`config.mk`:
```
export PLATFORM = sky130hd
export DESIGN_NAME = mode_banked_regfile
export DESIGN_NICKNAME = d
export VERILOG_FILES = /design/src/rtl/bankrf_pkg.sv /design/src/rtl/bankrf_map.sv /design/src/rtl/bankrf_mem.sv /design/src/rtl/bankrf_psr.sv /design/src/rtl/mode_banked_regfile.sv
export SDC_FILE = /design/constraint.sdc
export NUM_CORES = 2
export LEC_CHECK = 0
export BUFFER_PORTS_ARGS = -buffer_cell sky130_fd_sc_hd__buf_2
export CAP_MARGIN = 20
export CELL_PAD_IN_SITES_DETAIL_PLACEMENT = 1
export CELL_PAD_IN_SITES_GLOBAL_PLACEMENT = 2
export CORE_AREA = 2 2 526 528
export CTS_BUF_LIST = sky130_fd_sc_hd__clkbuf_8 sky130_fd_sc_hd__clkbuf_16
export CTS_CLUSTER_SIZE = 28
export DETAILED_ROUTE_END_ITERATION = 10
export DIE_AREA = 0 0 528 530
export GPL_TIMING_DRIVEN = 1
export PLACE_DENSITY = 0.46
export SYNTH_ARGS = -nofsm -noshare
export SYNTH_HDL_FRONTEND = slang
export SYNTH_SLANG_ARGS = --single-unit
```
`constraint.sdc`:
```
create_clock -name clk -period 6.2 [get_ports clk]
set_clock_uncertainty 0.1 [all_clocks]
set_input_delay 1.24 -clock clk [delete_from_list [all_inputs] [get_ports clk]]
set_output_delay 1.24 -clock clk [all_outputs]
set_load 0.01 [all_outputs]
```
`src/rtl/bankrf_pkg.sv`:
```
package bankrf_pkg;

  typedef enum logic [4:0] {
    MODE_USR = 5'h10,
    MODE_FIQ = 5'h11,
    MODE_IRQ = 5'h12,
    MODE_SVC = 5'h13,
    MODE_ABT = 5'h17,
    MODE_UND = 5'h1B,
    MODE_SYS = 5'h1F
  } mode_e;

  // Bank groups; every value above BANK_USR owns a saved-status slot (value - 1)
  typedef enum logic [2:0] {
    BANK_USR = 3'd0,
    BANK_FIQ = 3'd1,
    BANK_IRQ = 3'd2,
    BANK_SVC = 3'd3,
    BANK_ABT = 3'd4,
    BANK_UND = 3'd5
  } bank_e;

  localparam int NUM_ARCH   = 16;
  localparam int FIQ_LO     = 8;
  localparam int FIQ_HI     = 12;
  localparam int SP_IDX     = 13;
  localparam int LR_IDX     = 14;
  localparam int NUM_EXC    = 5;
  localparam int FIQ_BASE   = NUM_ARCH;
  localparam int EXC_BASE   = FIQ_BASE + (FIQ_HI - FIQ_LO + 1);
  localparam int NUM_PHYS   = EXC_BASE + 2 * NUM_EXC;

  function automatic bank_e mode_to_bank(input logic [4:0] m);
    bank_e b;
    case (m)
      MODE_FIQ: b = BANK_FIQ;
      MODE_IRQ: b = BANK_IRQ;
      MODE_SVC: b = BANK_SVC;
      MODE_ABT: b = BANK_ABT;
      MODE_UND: b = BANK_UND;
      default:  b = BANK_USR;
    endcase
    return b;
  endfunction

endpackage

```
`src/rtl/bankrf_map.sv`:
```
module bankrf_map
  import bankrf_pkg::*;
#(
  parameter int IDX_W  = 4,
  parameter int PHYS_W = 5
) (
  input  logic [4:0]        mode,
  input  logic [IDX_W-1:0]  idx,
  output logic [PHYS_W-1:0] phys
);

  bank_e bank;
  int    ix;

  always_comb begin
    bank = mode_to_bank(mode);
    ix   = int'(idx);
    phys = PHYS_W'(ix);
    if (bank == BANK_FIQ && ix >= FIQ_LO && ix <= FIQ_HI) begin
      phys = PHYS_W'(FIQ_BASE + ix - FIQ_LO);
    end else if (bank != BANK_USR && (ix == SP_IDX || ix == LR_IDX)) begin
      phys = PHYS_W'(EXC_BASE + 2 * (int'(bank) - 1) + ((ix == LR_IDX) ? 1 : 0));
    end
  end

endmodule

```
`src/rtl/bankrf_mem.sv`:
```
module bankrf_mem #(
  parameter int DATA_W = 32,
  parameter int DEPTH  = 31,
  parameter int ADDR_W = $clog2(DEPTH)
) (
  input  logic              clk,
  input  logic              rst,
  input  logic              we,
  input  logic [ADDR_W-1:0] waddr,
  input  logic [DATA_W-1:0] wdata,
  input  logic [ADDR_W-1:0] raddr,
  output logic [DATA_W-1:0] rdata
);

  logic [DATA_W-1:0] mem [DEPTH];

  always_ff @(posedge clk) begin
    if (we) begin
      mem[waddr] <= wdata;
    end
  end

  // Registered read of the pre-write contents
  always_ff @(posedge clk) begin
    if (rst) begin
      rdata <= '0;
    end else begin
      rdata <= mem[raddr];
    end
  end

endmodule

```
`src/rtl/bankrf_psr.sv`:
```
module bankrf_psr
  import bankrf_pkg::*;
#(
  parameter int          DATA_W       = 32,
  parameter logic [31:0] RESET_STATUS = 32'h0000_00D3
) (
  input  logic              clk,
  input  logic              rst,
  input  logic              cpsr_we,
  input  logic [DATA_W-1:0] cpsr_wdata,
  input  logic              spsr_we,
  input  logic [DATA_W-1:0] spsr_wdata,
  output logic [DATA_W-1:0] cpsr_q,
  output logic [DATA_W-1:0] spsr_q
);

  localparam int SLOT_W = $clog2(NUM_EXC);

  logic [NUM_EXC-1:0][DATA_W-1:0] spsr_bank;
  bank_e                          cur_bank;
  logic                           has_spsr;
  logic [SLOT_W-1:0]              slot;

  always_comb begin
    cur_bank = mode_to_bank(cpsr_q[4:0]);
    has_spsr = (cur_bank != BANK_USR);
    slot     = has_spsr ? SLOT_W'(int'(cur_bank) - 1) : '0;
  end

  always_ff @(posedge clk) begin
    if (rst) begin
      cpsr_q    <= DATA_W'(RESET_STATUS);
      spsr_bank <= '0;
      spsr_q    <= '0;
    end else begin
      if (cpsr_we) begin
        cpsr_q <= cpsr_wdata;
      end
      if (spsr_we && has_spsr) begin
        spsr_bank[slot] <= spsr_wdata;
      end
      spsr_q <= has_spsr ? spsr_bank[slot] : '0;
    end
  end

  a_r11_cpsr_load: assert property (@(posedge clk) disable iff (rst)
    cpsr_we |=> cpsr_q == $past(cpsr_wdata));

  a_r11_cpsr_hold: assert property (@(posedge clk) disable iff (rst)
    !cpsr_we |=> $stable(cpsr_q));

  a_r10_no_spsr_reads_zero: assert property (@(posedge clk) disable iff (rst)
    !has_spsr |=> spsr_q == '0);

  a_r10_no_spsr_write_dropped: assert property (@(posedge clk) disable iff (rst)
    (spsr_we && !has_spsr) |=> $stable(spsr_bank));

  a_r9_spsr_slot_written: assert property (@(posedge clk) disable iff (rst)
    (spsr_we && has_spsr) |=> spsr_bank[$past(slot)] == $past(spsr_wdata));

endmodule

```
`src/rtl/mode_banked_regfile.sv`:
```
module mode_banked_regfile
  import bankrf_pkg::*;
#(
  parameter int          DATA_W       = 32,
  parameter int          IDX_W        = 4,
  parameter logic [31:0] RESET_STATUS = 32'h0000_00D3
) (
  input  logic              clk,
  input  logic              rst,
  input  logic [IDX_W-1:0]  ra_idx,
  output logic [DATA_W-1:0] ra_data,
  input  logic [IDX_W-1:0]  rb_idx,
  output logic [DATA_W-1:0] rb_data,
  input  logic              wr_en,
  input  logic [IDX_W-1:0]  wr_idx,
  input  logic [DATA_W-1:0] wr_data,
  input  logic              cpsr_we,
  input  logic [DATA_W-1:0] cpsr_wdata,
  output logic [DATA_W-1:0] cpsr_q,
  input  logic              spsr_we,
  input  logic [DATA_W-1:0] spsr_wdata,
  output logic [DATA_W-1:0] spsr_q
);

  localparam int PHYS_W = $clog2(NUM_PHYS);
  localparam int NUM_RD = 2;

  logic [4:0]        mode;
  logic [PHYS_W-1:0] wr_phys;
  logic [IDX_W-1:0]  rd_idx  [NUM_RD];
  logic [PHYS_W-1:0] rd_phys [NUM_RD];
  logic [DATA_W-1:0] rd_data [NUM_RD];

  assign mode      = cpsr_q[4:0];
  assign rd_idx[0] = ra_idx;
  assign rd_idx[1] = rb_idx;
  assign ra_data   = rd_data[0];
  assign rb_data   = rd_data[1];

  bankrf_psr #(.DATA_W(DATA_W), .RESET_STATUS(RESET_STATUS)) u_psr (
    .clk        (clk),
    .rst        (rst),
    .cpsr_we    (cpsr_we),
    .cpsr_wdata (cpsr_wdata),
    .spsr_we    (spsr_we),
    .spsr_wdata (spsr_wdata),
    .cpsr_q     (cpsr_q),
    .spsr_q     (spsr_q)
  );

  bankrf_map #(.IDX_W(IDX_W), .PHYS_W(PHYS_W)) u_wmap (
    .mode (mode),
    .idx  (wr_idx),
    .phys (wr_phys)
  );

  // One memory copy per read port, all written together
  for (genvar p = 0; p < NUM_RD; p++) begin : g_rd
    bankrf_map #(.IDX_W(IDX_W), .PHYS_W(PHYS_W)) u_rmap (
      .mode (mode),
      .idx  (rd_idx[p]),
      .phys (rd_phys[p])
    );

    bankrf_mem #(.DATA_W(DATA_W), .DEPTH(NUM_PHYS), .ADDR_W(PHYS_W)) u_mem (
      .clk   (clk),
      .rst   (rst),
      .we    (wr_en),
      .waddr (wr_phys),
      .wdata (wr_data),
      .raddr (rd_phys[p]),
      .rdata (rd_data[p])
    );
  end

  a_r4_low_index_shared: assert property (@(posedge clk) disable iff (rst)
    (wr_en && (wr_idx < IDX_W'(FIQ_LO) || wr_idx == IDX_W'(15)))
      |-> wr_phys == PHYS_W'(wr_idx));

  a_r5_fiq_private_range: assert property (@(posedge clk) disable iff (rst)
    (wr_en && mode == MODE_FIQ && wr_idx >= IDX_W'(FIQ_LO) && wr_idx <= IDX_W'(FIQ_HI))
      |-> (wr_phys >= PHYS_W'(FIQ_BASE) && wr_phys < PHYS_W'(EXC_BASE)));

  a_r6_user_pair_shared: assert property (@(posedge clk) disable iff (rst)
    (wr_en && (mode == MODE_USR || mode == MODE_SYS) && wr_idx >= IDX_W'(SP_IDX))
      |-> wr_phys == PHYS_W'(wr_idx));

endmodule

```
==> results.toml <==
[outcome]
status = "finished, final reports clean"

[timing]
max_freq_ghz = 0.1961
finalCritPeriodShare_pct = 82.25
rsz0062_at_grt = "false"
fin_crit_ns = 5.100
tightest_slew_ns = 1.114
slew_violations = 0
hold_violations = 0
setup_viol = 0
slew_headroom_pct = 25.71
tns_ns = 0

[cts]
cts_buffer_depth = 4
postCtsHoldBufs = 0
clkSlewWorstSetupHoldPaths_ns = 0.06
htree_levels = 4
cts_resized = 0
cts_buffers = 175
cts_tree = "done"
clk_latency_ns = 0.87
cts_setup_buffers = 0
cts.root.buffer_cell = "clkbuf_16"
clock_sinks = 1280

[die]
start_util_pct = 22.85
io_pins = 241
rows = 193
core_um2 = 274800
die_h_um = 530
dieArea_um2 = 279800
die_width_um = 528

[min_path]
hp-class = "flip-flop to flip-flop"

[route]
ant_nets = 0
post_drt_wl_per_cell_um = 33.28
vias = 49610
dr.pass1.iters = 5
first_iter_violations = 4008
vias_per_cell = 5.353
routed_wirelength_mm = 308.4
drc = 0

[logic_synthesis]
netlist.area_leader.share_pct = 47.44
yosys.cell_types.count = 70
yosysTopAreaCell = "edfxtp_1"
synth-edff-count = 992
synth_nets = 5460
syn_area_per_cell_um2 = 11.77
synthTopCellsByCount = "992 x edfxtp_1, 588 x nand2_1, 530 x nor2_1, 452 x a21oi_1, 396 x clkbuf_1"
synth-adder-area-share_pct = 0.2312
synth_area_um2 = 62790
synth_top_family_by_area = "compound AO/OA/AOI/OAI gates"
yosys.area_share.simple_pct = 10.16
netlist_top_cells_area = "edfxtp_1 47%, mux4_2 9.6%, dfxtp_1 9.2%, a21oi_1 3.6%, nand2_1 3.5%"
muxShareOfSynthArea_pct = 10.63
ys_warn_count = 0
synthFlopType = "edfxtp_1"
synth-seq-cells = 1280
async_flop_share_pct = 0
synth_xor_xnor_area_share_pct = 0.1674
synth_compound_area_share_pct = 18.63
ys_seq_area_share_pct = 56.63
synth.most_common_cell = "edfxtp_1"
netlist_instances = 5336

[pwr]
vdd_drop_max_mv = 0.1966
power.switching_mw = 6.983
intPower_mw = 16.85
leakagePower_nw = 24.73
pwr_density_cell_nw_per_um2 = 316.7
power_mw = 23.83
power_frac_comb_pct = 16.5
p_clk_share_pct = 42.4
pwr-share-seq_pct = 41.1
power_switching_share_pct = 29.30

[place]
port-buffer-count = 240
hpwl_mm = 182.8
placedCellCount = 8930
place.gp.congestion = 0.7597

[setup_path]
worst-endpoint-required_ns = 6.78
slowest_delay_ns = 0.69
cp_max_fo = 17
cp_cell_sequence = "nor2b_1, nor3_2, buf_4, ha_1, inv_1, fa_1, a21boi_0, o311a_2, buf_4, nand2_1, buf_4, nor2_1, or3_1, o22ai_1"
timing.critical_path.mode_cell = "buf_4"
crit_path_end_kind = "flip-flop"
critical-path-slowest-cell = "fa_1"
crit_buf_inv = 4
critPathKind = "flip-flop to flip-flop"
cp.arrival_ns = 5.68
critPathTopFamily = "buffers and inverters"
start_kind = "flip-flop"

[flow_run]
maxCapViolations = 0

[cells_and_area]
fin_util_pct = 27.38
layout-drive-gt1-share_pct = 20.51
area_delta_synth_final_pct = 19.83
fin_cells = 9267
layout.nets = 5625

[global_route]
antenna_found_initial = 43
grt.total_usage_pct = 21.48
grt_pass1_vias = 51500
grt_overflow = 0
grt_pass1_wl_mm = 428.3
grt_start_max_net_pins = 130
-- state kept, by name, indices dropped and copies added, names as in the netlist --
name,cells
u_psr.spsr_q,32
g_rd.u_mem.mem,992
u_psr.cpsr_q,32
u_psr.spsr_bank,160
g_rd.u_mem.rdata,64
-- worst register-to-register path: cells and delay by family, from the launching register on --
family	cells	cell delay (ns)
AOI/OAI and AO/OA	3	1.04
adders and majority gates	2	1.14
buffers and inverters	4	1.22
DFF	1	0.46
and+or+nand+nor	5	1.00
-- worst paths after layout --
kind         slack, ns                start                      end  cells past startpoint
max reg2reg       1.10      u_psr.cpsr_q[3]  g_rd[1].u_mem.rdata[16]                     14
min reg2reg       0.35  u_psr.spsr_bank[38]      u_psr.spsr_bank[38]                      2
min               0.35  u_psr.spsr_bank[38]      u_psr.spsr_bank[38]                      2
max               1.10      u_psr.cpsr_q[3]  g_rd[1].u_mem.rdata[16]                     14
-- power groups by stage --
stage / registers, mW / logic, mW / clock network (mW)
2_1_floorplan: 9.84 / 2.03 / 0
3_3_place_gp: 9.98 / 3.97 / 0
3_5_place_dp: 9.98 / 3.99 / 0
4_1_cts: 9.80 / 4.00 / 10.4
5_1_grt: 9.81 / 4.20 / 10.7
6_report: 9.79 / 3.94 / 10.1
-- cell type report --
type                    instances  area, um2
multi-input cells            3526      25500
clock inverters                93      678.2
inverters                      14      62.56
flip-flops and latches       1280      35550
well taps                    3607       4513
diodes                         24      60.06
clock buffers                 219       5007
fillers                     30000     199600
repair buffers                504       3867
-- cell families after synthesis --
| kind of cell | after synthesis |
|---|---|
| AND/OR/NAND/NOR | 1447 |
| buffers and inverters | 530 |
| flip-flops | 1280 |
| AO/OA/AOI/OAI | 1727 |
| XOR/XNOR | 12 |
| multiplexers | 329 |
| adder cells (fa/ha/maj) | 11 |
-- layout by cell type (no fill, tap or decap), types with 51 or more instances in the layout --
master       n
edfxtp_1   992
nand2_1    581
nor2_1     488
a21oi_1    451
o22ai_1    330
dfxtp_1    288
mux4_2     267
buf_2      237
buf_4      212
clkbuf_16  177
o21a_1     159
o21ai_0    156
a221oi_1   138
o311ai_0   127
or3_1       99
o211ai_1    66
o221ai_1    64
nor4_1      64
inv_1       61
buf_12      51
-- stage by stage --
step | area, um2 | hold slack [ns] | setup WS [ns]
6_report | 75240 | 0.3510 | 1.100
5_1_grt | 75210 | 0.3633 | 0.8596
4_1_cts | 75160 | 0.3541 | 1.034
3_5_place_dp | 69470 | 0.3459 | 0.7621
3_3_place_gp | 69440 | 0.3382 | 0.04544
2_1_floorplan | 62790 | 0.3329 | 1.247
-- layer usage --
| layer | share of wire [%] | track usage [%] |
|---|---|---|
| met1 | 45 | 28.75 |
| met2 | 47 | 35.51 |
| met3 | 4.9 | 3.027 |
| met4 | 3.3 | 7.101 |
| met5 | 0.055 | 0 |
Power figures use the tool's default switching activity.
